<file path="src/rtl/cinst_pkg.sv">
package cinst_pkg;
  localparam int ILEN = 32;
  localparam int CLEN = 16;
  localparam int RW   = 5;
  localparam int CRW  = 3;

  localparam logic [6:0] OP_LOAD     = 7'b0000011;
  localparam logic [6:0] OP_LOAD_FP  = 7'b0000111;
  localparam logic [6:0] OP_IMM      = 7'b0010011;
  localparam logic [6:0] OP_IMM32    = 7'b0011011;
  localparam logic [6:0] OP_STORE    = 7'b0100011;
  localparam logic [6:0] OP_STORE_FP = 7'b0100111;
  localparam logic [6:0] OP_REG      = 7'b0110011;
  localparam logic [6:0] OP_LUI      = 7'b0110111;
  localparam logic [6:0] OP_REG32    = 7'b0111011;
  localparam logic [6:0] OP_BRANCH   = 7'b1100011;
  localparam logic [6:0] OP_JALR     = 7'b1100111;
  localparam logic [6:0] OP_JAL      = 7'b1101111;
  localparam logic [ILEN-1:0] WORD_EBREAK = 32'h0010_0073;

  localparam logic [2:0] F3_ADD = 3'b000;
  localparam logic [2:0] F3_SLL = 3'b001;
  localparam logic [2:0] F3_W   = 3'b010;
  localparam logic [2:0] F3_D   = 3'b011;
  localparam logic [2:0] F3_XOR = 3'b100;
  localparam logic [2:0] F3_SRL = 3'b101;
  localparam logic [2:0] F3_OR  = 3'b110;
  localparam logic [2:0] F3_AND = 3'b111;

  localparam logic [RW-1:0] REG_ZERO = 5'd0;
  localparam logic [RW-1:0] REG_LINK = 5'd1;
  localparam logic [RW-1:0] REG_SP   = 5'd2;

  function automatic logic [RW-1:0] widen(input logic [CRW-1:0] f);
    return {2'b01, f};
  endfunction

  function automatic logic [ILEN-1:0] mk_i(input logic [11:0] imm, input logic [RW-1:0] rs1,
                                           input logic [2:0] f3, input logic [RW-1:0] rd,
                                           input logic [6:0] op);
    return {imm, rs1, f3, rd, op};
  endfunction

  function automatic logic [ILEN-1:0] mk_s(input logic [11:0] imm, input logic [RW-1:0] rs2,
                                           input logic [RW-1:0] rs1, input logic [2:0] f3,
                                           input logic [6:0] op);
    return {imm[11:5], rs2, rs1, f3, imm[4:0], op};
  endfunction

  function automatic logic [ILEN-1:0] mk_r(input logic [6:0] f7, input logic [RW-1:0] rs2,
                                           input logic [RW-1:0] rs1, input logic [2:0] f3,
                                           input logic [RW-1:0] rd, input logic [6:0] op);
    return {f7, rs2, rs1, f3, rd, op};
  endfunction

  // offset bits [12:1]
  function automatic logic [ILEN-1:0] mk_b(input logic [12:1] off, input logic [RW-1:0] rs1,
                                           input logic [2:0] f3);
    return {off[12], off[10:5], REG_ZERO, rs1, f3, off[4:1], off[11], OP_BRANCH};
  endfunction

  // offset bits [20:1]
  function automatic logic [ILEN-1:0] mk_j(input logic [20:1] off, input logic [RW-1:0] rd);
    return {off[20], off[10:1], off[11], off[19:12], rd, OP_JAL};
  endfunction
endpackage

</file>
<file path="src/rtl/cinst_q0.sv">
module cinst_q0
  import cinst_pkg::*;
(
  input  logic [CLEN-1:2] hw,
  output logic [ILEN-1:0] word,
  output logic            bad
);
  logic [2:0]    f3;
  logic [RW-1:0] rdp;
  logic [RW-1:0] rs1p;
  logic [9:0]    imm_spn;
  logic [6:0]    off_w;
  logic [7:0]    off_d;

  always_comb begin
    f3      = hw[15:13];
    rdp     = widen(hw[4:2]);
    rs1p    = widen(hw[9:7]);
    imm_spn = {hw[10:7], hw[12:11], hw[5], hw[6], 2'b00};
    off_w   = {hw[5], hw[12:10], hw[6], 2'b00};
    off_d   = {hw[6:5], hw[12:10], 3'b000};
    word    = '0;
    bad     = 1'b0;
    unique case (f3)
      3'b000: begin
        word = mk_i({2'b00, imm_spn}, REG_SP, F3_ADD, rdp, OP_IMM);
        bad  = (imm_spn == '0);
      end
      3'b001: word = mk_i({4'b0, off_d}, rs1p, F3_D, rdp, OP_LOAD_FP);
      3'b010: word = mk_i({5'b0, off_w}, rs1p, F3_W, rdp, OP_LOAD);
      3'b011: word = mk_i({4'b0, off_d}, rs1p, F3_D, rdp, OP_LOAD);
      3'b101: word = mk_s({4'b0, off_d}, rdp, rs1p, F3_D, OP_STORE_FP);
      3'b110: word = mk_s({5'b0, off_w}, rdp, rs1p, F3_W, OP_STORE);
      3'b111: word = mk_s({4'b0, off_d}, rdp, rs1p, F3_D, OP_STORE);
      default: bad = 1'b1;
    endcase
  end
endmodule

</file>
<file path="src/rtl/cinst_q1.sv">
module cinst_q1
  import cinst_pkg::*;
(
  input  logic [CLEN-1:2] hw,
  output logic [ILEN-1:0] word,
  output logic            bad
);
  logic [2:0]    f3;
  logic [RW-1:0] rd;
  logic [RW-1:0] rdp;
  logic [RW-1:0] rs2p;
  logic [5:0]    imm6;
  logic [11:0]   simm;
  logic [9:0]    sp_adj;
  logic [11:1]   joff;
  logic [8:1]    boff;

  always_comb begin
    f3     = hw[15:13];
    rd     = hw[11:7];
    rdp    = widen(hw[9:7]);
    rs2p   = widen(hw[4:2]);
    imm6   = {hw[12], hw[6:2]};
    simm   = {{6{hw[12]}}, imm6};
    sp_adj = {hw[12], hw[4:3], hw[5], hw[2], hw[6], 4'b0000};
    joff   = {hw[12], hw[8], hw[10:9], hw[6], hw[7], hw[2], hw[11], hw[5:3]};
    boff   = {hw[12], hw[6:5], hw[2], hw[11:10], hw[4:3]};
    word   = '0;
    bad    = 1'b0;
    unique case (f3)
      3'b000: word = mk_i(simm, rd, F3_ADD, rd, OP_IMM);
      3'b001: begin
        word = mk_i(simm, rd, F3_ADD, rd, OP_IMM32);
        bad  = (rd == REG_ZERO);
      end
      3'b010: word = mk_i(simm, REG_ZERO, F3_ADD, rd, OP_IMM);
      3'b011: begin
        if (rd == REG_SP) begin
          word = mk_i({{2{hw[12]}}, sp_adj}, REG_SP, F3_ADD, REG_SP, OP_IMM);
          bad  = (sp_adj == '0);
        end else begin
          word = {{14{hw[12]}}, imm6, rd, OP_LUI};
          bad  = (rd == REG_ZERO) || (imm6 == '0);
        end
      end
      3'b100: begin
        unique case (hw[11:10])
          2'b00: word = mk_i({6'b000000, imm6}, rdp, F3_SRL, rdp, OP_IMM);
          2'b01: word = mk_i({6'b010000, imm6}, rdp, F3_SRL, rdp, OP_IMM);
          2'b10: word = mk_i(simm, rdp, F3_AND, rdp, OP_IMM);
          default: begin
            unique case ({hw[12], hw[6:5]})
              3'b000: word = mk_r(7'h20, rs2p, rdp, F3_ADD, rdp, OP_REG);
              3'b001: word = mk_r(7'h00, rs2p, rdp, F3_XOR, rdp, OP_REG);
              3'b010: word = mk_r(7'h00, rs2p, rdp, F3_OR,  rdp, OP_REG);
              3'b011: word = mk_r(7'h00, rs2p, rdp, F3_AND, rdp, OP_REG);
              3'b100: word = mk_r(7'h20, rs2p, rdp, F3_ADD, rdp, OP_REG32);
              3'b101: word = mk_r(7'h00, rs2p, rdp, F3_ADD, rdp, OP_REG32);
              default: bad = 1'b1;
            endcase
          end
        endcase
      end
      3'b101: word = mk_j({{9{hw[12]}}, joff}, REG_ZERO);
      3'b110: word = mk_b({{4{hw[12]}}, boff}, rdp, 3'b000);
      default: word = mk_b({{4{hw[12]}}, boff}, rdp, 3'b001);
    endcase
  end
endmodule

</file>
<file path="src/rtl/cinst_q2.sv">
module cinst_q2
  import cinst_pkg::*;
(
  input  logic [CLEN-1:2] hw,
  output logic [ILEN-1:0] word,
  output logic            bad
);
  logic [2:0]    f3;
  logic [RW-1:0] rd;
  logic [RW-1:0] rs2;
  logic [7:0]    lw_off;
  logic [8:0]    ld_off;
  logic [7:0]    sw_off;
  logic [8:0]    sd_off;

  always_comb begin
    f3     = hw[15:13];
    rd     = hw[11:7];
    rs2    = hw[6:2];
    lw_off = {hw[3:2], hw[12], hw[6:4], 2'b00};
    ld_off = {hw[4:2], hw[12], hw[6:5], 3'b000};
    sw_off = {hw[8:7], hw[12:9], 2'b00};
    sd_off = {hw[9:7], hw[12:10], 3'b000};
    word   = '0;
    bad    = 1'b0;
    unique case (f3)
      3'b000: word = mk_i({6'b000000, hw[12], hw[6:2]}, rd, F3_SLL, rd, OP_IMM);
      3'b001: word = mk_i({3'b0, ld_off}, REG_SP, F3_D, rd, OP_LOAD_FP);
      3'b010: begin
        word = mk_i({4'b0, lw_off}, REG_SP, F3_W, rd, OP_LOAD);
        bad  = (rd == REG_ZERO);
      end
      3'b011: begin
        word = mk_i({3'b0, ld_off}, REG_SP, F3_D, rd, OP_LOAD);
        bad  = (rd == REG_ZERO);
      end
      3'b100: begin
        if (rs2 == REG_ZERO) begin
          if (hw[12] && (rd == REG_ZERO)) begin
            word = WORD_EBREAK;
          end else begin
            word = mk_i(12'h000, rd, F3_ADD, hw[12] ? REG_LINK : REG_ZERO, OP_JALR);
            bad  = (rd == REG_ZERO);
          end
        end else begin
          word = mk_r(7'h00, rs2, hw[12] ? rd : REG_ZERO, F3_ADD, rd, OP_REG);
        end
      end
      3'b101: word = mk_s({3'b0, sd_off}, rs2, REG_SP, F3_D, OP_STORE_FP);
      3'b110: word = mk_s({4'b0, sw_off}, rs2, REG_SP, F3_W, OP_STORE);
      default: word = mk_s({3'b0, sd_off}, rs2, REG_SP, F3_D, OP_STORE);
    endcase
  end
endmodule

</file>
<file path="src/rtl/cinst_expand.sv">
module cinst_expand
  import cinst_pkg::*;
(
  input  logic [ILEN-1:0] fetch_word,
  output logic [ILEN-1:0] base_word,
  output logic            full_len,
  output logic            bad_enc
);
  localparam int NQ = 3;

  logic [ILEN-1:0] q_word [NQ];
  logic [NQ-1:0]   q_bad;
  logic [1:0]      quad;

  assign quad = fetch_word[1:0];

  cinst_q0 u_q0 (.hw(fetch_word[CLEN-1:2]), .word(q_word[0]), .bad(q_bad[0]));
  cinst_q1 u_q1 (.hw(fetch_word[CLEN-1:2]), .word(q_word[1]), .bad(q_bad[1]));
  cinst_q2 u_q2 (.hw(fetch_word[CLEN-1:2]), .word(q_word[2]), .bad(q_bad[2]));

  always_comb begin
    full_len  = (quad == 2'b11);
    base_word = fetch_word;
    bad_enc   = 1'b0;
    if (!full_len) begin
      bad_enc   = q_bad[quad];
      base_word = bad_enc ? '0 : q_word[quad];
    end
  end

  // Checks on the expanded output against the fetched bits
  always_comb begin
    if (fetch_word[1:0] == 2'b11)
      assert_wide_pass_R1: assert (base_word == fetch_word && !bad_enc);
    if (bad_enc)
      assert_illegal_zero_R13: assert (base_word == '0 && !full_len);
    if (fetch_word[CLEN-1:0] == '0)
      assert_zero_half_R13: assert (bad_enc);
    if (fetch_word[1:0] == 2'b00 && fetch_word[15:13] == 3'b000 && fetch_word[12:5] == '0)
      assert_spn_zero_R4: assert (bad_enc);
    if (fetch_word[1:0] == 2'b00 && fetch_word[15:13] == 3'b010)
      assert_widen_rs1_R3: assert (base_word[19:15] == {2'b01, fetch_word[9:7]});
    if (fetch_word[1:0] == 2'b01 && fetch_word[15:13] == 3'b011 && fetch_word[11:7] == '0)
      assert_lui_rd0_R7: assert (bad_enc);
    if (fetch_word[1:0] == 2'b10 && fetch_word[15:12] == 4'b1000 &&
        fetch_word[11:2] == '0)
      assert_jr_rs0_R11: assert (bad_enc);
    if (fetch_word[1:0] == 2'b01 && fetch_word[15:14] == 2'b11 && !bad_enc)
      assert_branch_zero_R10: assert (base_word[24:20] == REG_ZERO && base_word[6:0] == OP_BRANCH);
  end
endmodule

</file>
<file path="config.mk">
export PLATFORM = sky130hd
export DESIGN_NAME = cinst_expand
export DESIGN_NICKNAME = d
export VERILOG_FILES = /design/src/rtl/cinst_pkg.sv /design/src/rtl/cinst_q0.sv /design/src/rtl/cinst_q1.sv /design/src/rtl/cinst_q2.sv /design/src/rtl/cinst_expand.sv
export SDC_FILE = /design/constraint.sdc
export NUM_CORES = 1
export LEC_CHECK = 0
export CAP_MARGIN = 5
export CELL_PAD_IN_SITES_DETAIL_PLACEMENT = 1
export CELL_PAD_IN_SITES_GLOBAL_PLACEMENT = 1
export CORE_MARGIN = 2
export CORE_UTILIZATION = 30
export DETAILED_ROUTE_END_ITERATION = 10
export PLACE_DENSITY_LB_ADDON = 0.1
export SLEW_MARGIN = 10
export SYNTH_ARGS = -nofsm -noshare
export SYNTH_HDL_FRONTEND = slang
export SYNTH_HIERARCHICAL = 1
export SYNTH_SLANG_ARGS = --single-unit
</file>
<file path="constraint.sdc">
create_clock -name vclk -period 2
set_clock_uncertainty 0.15 [all_clocks]
set_input_delay 0.2 -clock vclk [all_inputs]
set_output_delay 0.2 -clock vclk [all_outputs]
set_load 0.01 [all_outputs]
</file>
Yosys cells after proc, flatten, opt, wreduce, memory -nomap -nowiden. Cells that the tools add are included.

Word-level logic and storage cells: 59. Output and inout bits: 34. Flip-flop bits (word level): 0. ROM bits: 0. Bits in writable memories: 0. Bits in latches: 0. Input port bits: 32. Memories kept: 0.

Divide/modulo/power cells: 0. Muxes and demuxes: 26. Add/subtract/negate cells: 0. Reduce and logical (&&, ||, !) cells: 14. Multipliers: 0. Order comparisons: 2. Shift-type cells: 0. Bitwise operators: 1. Equal/unequal tests: 16.

Operators with widths (count): one-hot mux 32 bit (7 select lines) (1); one-hot mux 30 bit (7 select lines) (1); one-hot mux 29 bit (7 select lines) (1); one-hot mux 31 bit (6 select lines) (1); 2-to-1 mux 32 bit (4); one-hot mux 32 bit (3 select lines) (1); binary-select mux 32 bit (select 2 bit) (1); 2-to-1 mux 29 bit (1); 2-to-1 mux 25 bit (1); 2-to-1 mux 21 bit (1); == test 3 bit, second input constant (6); == test 3 x 2 -> 1 bit, second input constant (4); zero test 6 bit (2); OR reduction 6 bit (2); zero test 5 bit (2); zero test 8 bit (1); 2-to-1 mux 1 bit (8); == test 3 x 1 -> 1 bit, second input constant (2); zero test 3 bit (2); == test 5 x 2 -> 1 bit, second input constant (1); 2-to-1 mux 5 bit (1); == test 2 bit, second input constant (2); one-hot mux 1 bit (2 select lines) (2); greater-or-equal comparator 3 bit, second input constant (1); 10 further kinds (10).

Depth between registers and ports, before layout. Gate-level depths: netlist of the first run.

Depth in word-level cells: 10. Gate-level depth with buffers: 10. Mapped depth without buffers: 7.

By module. Netlist of the first run, hierarchy kept.

By module, submodules not included: cinst_expand (times used 1, area each 883.3 µm², cells an instance 127, sequential area each 0.0 µm²); cinst_q1 (times used 1, area each 709.4 µm², cells an instance 120, sequential area each 0.0 µm²); cinst_q2 (times used 1, area each 421.7 µm², cells an instance 65, sequential area each 0.0 µm²); cinst_q0 (times used 1, area each 317.8 µm², cells an instance 52, sequential area each 0.0 µm²).

Worst setup path before layout of the first run. Ideal clock, no wire load.

Path kind: input to output. Start: input fetch_word[13]. End: output base_word[1]. Arrival time: 1653 ps. Setup slack: -3 ps. Data required time: 1650 ps. Stages on the path: 10. Buffers on the path: 3. Path through: buf_2 -> nor2_1 -> and2_1 -> buf_2 -> nand4_1 -> nand3_1 -> inv_1 -> clkbuf_1 -> a32oi_1 -> nand2_1.

Elaborated cells on any way between the ends: 23. Classes of those cells: 7 x eq/ne; 13 x mux; 3 x reduce/logical.

RTL lines: from (decl) (RTL line cinst_expand.sv:4) `input logic [ILEN-1:0] fetch_word,`; == test 3 bit, or another cell as far along (RTL line cinst_q1.sv:30) `unique case (f3)`; one-hot mux 1 bit (3 select lines) (*) (RTL line cinst_q1.sv:30); net q_bad[1] (RTL line cinst_expand.sv:12) `logic [NQ-1:0] q_bad;`; binary-select mux 1 bit (select 2 bit) (*) (RTL line cinst_expand.sv:26) `bad_enc = q_bad[quad];`; 2-to-1 mux 1 bit (implied by the code) (*) (RTL line cinst_expand.sv:26); 2-to-1 mux 32 bit (*) (RTL line cinst_expand.sv:27) `base_word = bad_enc ? '0 : q_word[quad];`; 2-to-1 mux 32 bit (*) (RTL line cinst_expand.sv:25) `if (!full_len) begin`; to (decl) (RTL line cinst_expand.sv:5) `output logic [ILEN-1:0] base_word,`.

The timed path passes the listed nets; every way through them passes the cells marked *. The select of a mux whose other input is x is not followed.

Worst setup path in the final report of the first run.
Start: input fetch_word[9]. End: output base_word[7].

Elaborated cells on any way between the ends: 23. Classes of those cells: 1 x eq/ne; 18 x mux; 4 x reduce/logical.

RTL lines: zero test 5 bit (RTL line cinst_q1.sv:34, cinst_q1.sv:43); logical OR 1 bit (RTL line cinst_q1.sv:43) `bad = (rd == REG_ZERO) || (imm6 == '0);`; 2-to-1 mux 1 bit (RTL line cinst_q1.sv:38) `if (rd == REG_SP) begin`; one-hot mux 1 bit (3 select lines) (*) (RTL line cinst_q1.sv:30); net q_bad[1] (RTL line cinst_expand.sv:12); binary-select mux 1 bit (select 2 bit) (*) (RTL line cinst_expand.sv:26); 2-to-1 mux 1 bit (implied by the code) (*) (RTL line cinst_expand.sv:26); 2-to-1 mux 32 bit (*) (RTL line cinst_expand.sv:27); 2-to-1 mux 32 bit (*) (RTL line cinst_expand.sv:25).

Marks and branches as above.

==> flow_summary.ini, run 1 <==
[global_routing]
grt_remaining_overflow = 0
antenna_found_initial = 0
grt_max_degree = 31
grt_pass1_wl_mm = 23.36
grt_util_all_layers_pct = 35.56
grt_pass1_vias = 4035

[synthesis]
synth.avg_cell_area_um2 = 6.407
netlist_top_cells_area = a32oi_1 (12%), nand2_1 (9.7%), a22oi_1 (6.8%)
syn_inst = 364
synth_commonest_cells = nand2_1 (60), a32oi_1 (32), a22oi_1 (21)
yosys_warnings = 6
synth_top_area_cell = a32oi_1
yosysSeqAreaShare_pct = 0
synth_cell_types = 61
synth.top_cell.area_share_pct = 12.02
post-synth-top-count-cell = nand2_1
syn_area_um2 = 2332

[power]
power_density_nw_per_um2 = 243.7
leakage_nw = 2.100
fin_total_pwr_mw = 1.157
vdd_drop_max_v = 0.0001451

[detailed_routing]
firstDrtPassIters = 6
via_count = 4128
vias_per_cell = 6.480
detail-route-antenna-nets = 0
drcViolationCount = 0
wirelength_mm = 17.63
wl_per_cell_um = 27.67
drt_iter0_drc = 361

[timing]
period_share_pct = 137.8
rsz0062_at_grt = true
final.setup.worst_slack_ps = -755.5
min_period_ps = 2755
worstMarginPinSlew_ps = 570.7
hold_viol_final = 0
max_freq_ghz = 0.3629
slew_headroom_pct = 61.46
finalSetupViolCount = 33
report.final.slew_viol_count = 0

[floorplanning]
initial_core_util_pct = 30.50
die_w_um = 92.17
fp.dieArea_um2 = 8495
core_area_um2 = 7647
core.rowCount = 32
chipHeight_um = 92.17
ios = 66

[cells_and_area]
syn_to_final_growth_pct = 103.6
finalNonFillerCells = 637
clock_buffers = 0
layout.nets = 569
drive_above_1_share_pct = 54.02
regArea_um2 = 0
seq_cells = 0
diodes = 0
finish.utilization_pct = 62.11

[outcome]
status = complete, but fails checks
violations = setup timing

[setup_path]
crit_top_cell = nand2_1
path_class = input pin to output pin
crit_family = simple AND/OR/NAND/NOR gates
cp.depth = 12
cp_cell_sequence = buf_8, buf_6, nor4_4, nand2_1, or3_4, nand3_4, inv_8, buf_4, clkbuf_16, a32oi_1, nand2_1, buf_2
cp-end-kind = output pin
cp_max_fo = 4
cp.arrival_ps = 2410
cp.required_ps = 1650
crit_buf_inv = 6
cp_slowest_stage_delay_ps = 360
critPathLaunchType = input pin
slowest_stage = or3_4

[clock_network]
cts_hold_buf = 0

[placement]
dp_hpwl_mm = 8.790
dp_cells = 575
placement.io_buffers = 66
gp_congestion = 0.8983

[worst_hold_path]
min_path_type = input pin to output pin
hold_depth = 4

[job]
cap_violations = 0
## metal layers
metal  GRT usage, %  vias up  share of wire (%)
met5              0        -                  0
met4          13.56        0                7.4
met3          3.040      112                8.1
met2          62.44      320                 48
met1          44.89     1998                 36
li1               -     1698                  -
## layout by cell type, fill, tap and decap left out, types with 7 or more instances in the layout
cell and count:
clkdlybuf4s50_1 18, a22oi_1 7, buf_12 14, conb_1 13
and2_1 12, a32oi_2 14, a32oi_1 8, nor2_1 9
a21oi_1 14, buf_2 35, buf_6 25, a32oi_4 10
nand2_1 57, o21ai_0 14, a22oi_2 24, inv_1 13
buf_4 107, nor2b_1 10
## layout make-up
type                       instances  area (µm²)
inverter                          15       63.81
multi-input combinational        304        2530
timing repair buffer             216        2028
tap                              102       127.6
fill                             902        2898
## cells by family after synthesis
group	count (synthesis)	synth area share (%)
simple gates	146	34.28
compound gates	140	46.67
buf+inv	71	16.85
mux	4	1.717
other cells	3	0.4828
## path summary, 6_finish.rpt
path | from | to
setup / recovery | fetch_word[9] | base_word[7]
hold / removal | fetch_word[0] | bad_enc
## worst min-delay path, stage by stage
cell and delay [ps]:
buf_2 170, buf_6 160, o21ai_1 100, buf_2 130
## stage by stage
stage                     setup TNS, ps  cell area (µm²)  setup WS, ps  hold WS, ps
after floorplan                       0             2372         25.26        378.4
after detailed placement         -41650             3546         -1379         1328
after CTS                        -12310             4299        -471.9        811.8
after global placement           -40500             3546         -1320         1332
final                            -15810             4750        -755.5        808.5
after global routing             -17370             4750        -733.3        833.2
## power by group
part | leakage (nW) | switching [mW] | internal, mW
sequential | 0 | 0 | 0
combinational | 2.10 | 0.625 | 0.532
clock | 0 | 0 | 0
## repair_timing
item / 4_1_cts / 5_1_grt
endpoints found under the setup margin: 34 / 33
resized for setup: 257 / 56
pin swaps: 41 / 56
setup buffers: 40 / 18
cloned: 6 / 2
No activity file was read; power rests on OpenSTA's default activity.
==> run 2, diff against run 1 <==
CORE_MARGIN = default   (was 2)
==> flow_summary.ini, run 2 (same netlist as run 1, synthesis figures left out) <==
[global_routing]
grt_remaining_overflow = 0
grt_pass1_vias = 4167
antenna_found_initial = 0
busiest_layer = met2
grt_pass1_wl_mm = 24.31
use_met1_pct = 48.05
grtUsageMet3_pct = 7.107
grt_max_degree = 31
grt_util_all_layers_pct = 38.16
met2_usage_pct = 63.99

[power]
power_frac_comb_pct = 100.0
p_int_mw = 0.5240
fin_total_pwr_mw = 1.180
power_density_nw_per_um2 = 250.1
leakage_nw = 2.127
pwr-share-seq_pct = 0
p_switching_mw = 0.6562
swShare_pct = 55.60
vdd_drop_max_v = 0.0001326
p_clk_share_pct = 0

[setup_path]
cp-end-kind = output pin
crit_top_cell = buf_6
crit_buf_inv = 5
path_class = input pin to output pin
critPathLaunchType = input pin
cp_max_fo = 5
cp.required_ps = 1650
slowest_stage = or3b_1
crit_family = simple AND/OR/NAND/NOR gates
cp_slowest_stage_delay_ps = 380
cp_cell_sequence = buf_8, nor4_4, buf_4, buf_6, a21boi_4, buf_6, or3b_1, a32oi_2, nand2_1, buf_2
cp.arrival_ps = 2130

[detailed_routing]
detail-route-antenna-nets = 0
firstDrtPassIters = 5
wirelength_mm = 19.51
vias_per_cell = 6.738
via_count = 4373
drt_iter0_drc = 490
wl_per_cell_um = 30.07
drcViolationCount = 0

[cells_and_area]
drive_above_1_share_pct = 56.00
regArea_um2 = 0
fillers = 909
diodes = 0
syn_to_final_growth_pct = 102.3
layout.nets = 584
clock_buffers = 0
finalNonFillerCells = 649
layout_common_cells = buf_4 (128), nand2_1 (53), buf_2 (34)
final_common_cell = buf_4
seq_cells = 0
multi_input_area_um2 = 2476
design_area_um2 = 4718

[timing]
finalSetupViolCount = 33
hold_viol_final = 0
final.setup.worst_slack_ps = -475.3
report.final.slew_viol_count = 0
min_period_ps = 2475
setup_tns_ps = -10370
rsz0062_at_grt = true
max_freq_ghz = 0.4040
period_share_pct = 123.8

[placement]
dp_cells = 601
dp_hpwl_mm = 9.622
placement.io_buffers = 66
dpl-instance-area_um2 = 3822
gp_congestion = 0.9347

[floorplanning]
die_w_um = 90.17
chipHeight_um = 90.17
initial_core_util_pct = 31.65
core_area_um2 = 7370
core.rowCount = 31
ios = 66
fp.dieArea_um2 = 8131

[worst_hold_path]
min_path_type = input pin to output pin

[clock_network]
cts_hold_buf = 0

[outcome]
status = complete, but fails checks
violations = setup timing

[job]
cap_violations = 0
run 2: area by class of cell:
class | count | area share, %
Tap cell | 99 | 2.625
Timing Repair Buffer | 232 | 43.60
Multi-Input combinational cell | 303 | 52.48
Inverter | 15 | 1.299
run 2: what timing repair did:
item,in CTS,in global routing
hold endpoints to repair,0,0
setup buffers,28,18
pin swaps,47,57
cloned,6,0
setup endpoints to repair,34,33
resized for setup,259,60
run 2: routing by layer:
metal	up-vias	part of all wire [%]
met2	398	44
met4	0	7.9
li1	1728	-
met3	140	11
met5	-	0
met1	2107	37
run 2: worst paths after layout:
kind,from,end,slack (ps),cells past startpoint
worst max-delay path,fetch_word[11],base_word[5],-480,10
worst min-delay path,fetch_word[4],base_word[4],820,5
run 2: stage by stage:
step,utilization [%],hold WS [ps],setup WS [ps]
after floorplan,-,378.4,25.26
after global placement,51.87,1329,-1041
after detailed placement,51.87,1337,-1066
after CTS,58.93,787.0,-315.3
after global routing,64.02,819.6,-437.6
final,64.02,817.8,-475.3
run 2: power groups by stage:
stage / Clock, mW / Combinational [mW] / Sequential (mW)
final: 0 / 1.18 / 0
after global routing: 0 / 1.20 / 0
after CTS: 0 / 0.973 / 0
after detailed placement: 0 / 0.912 / 0
after global placement: 0 / 0.897 / 0
after floorplan: 0 / 0.417 / 0
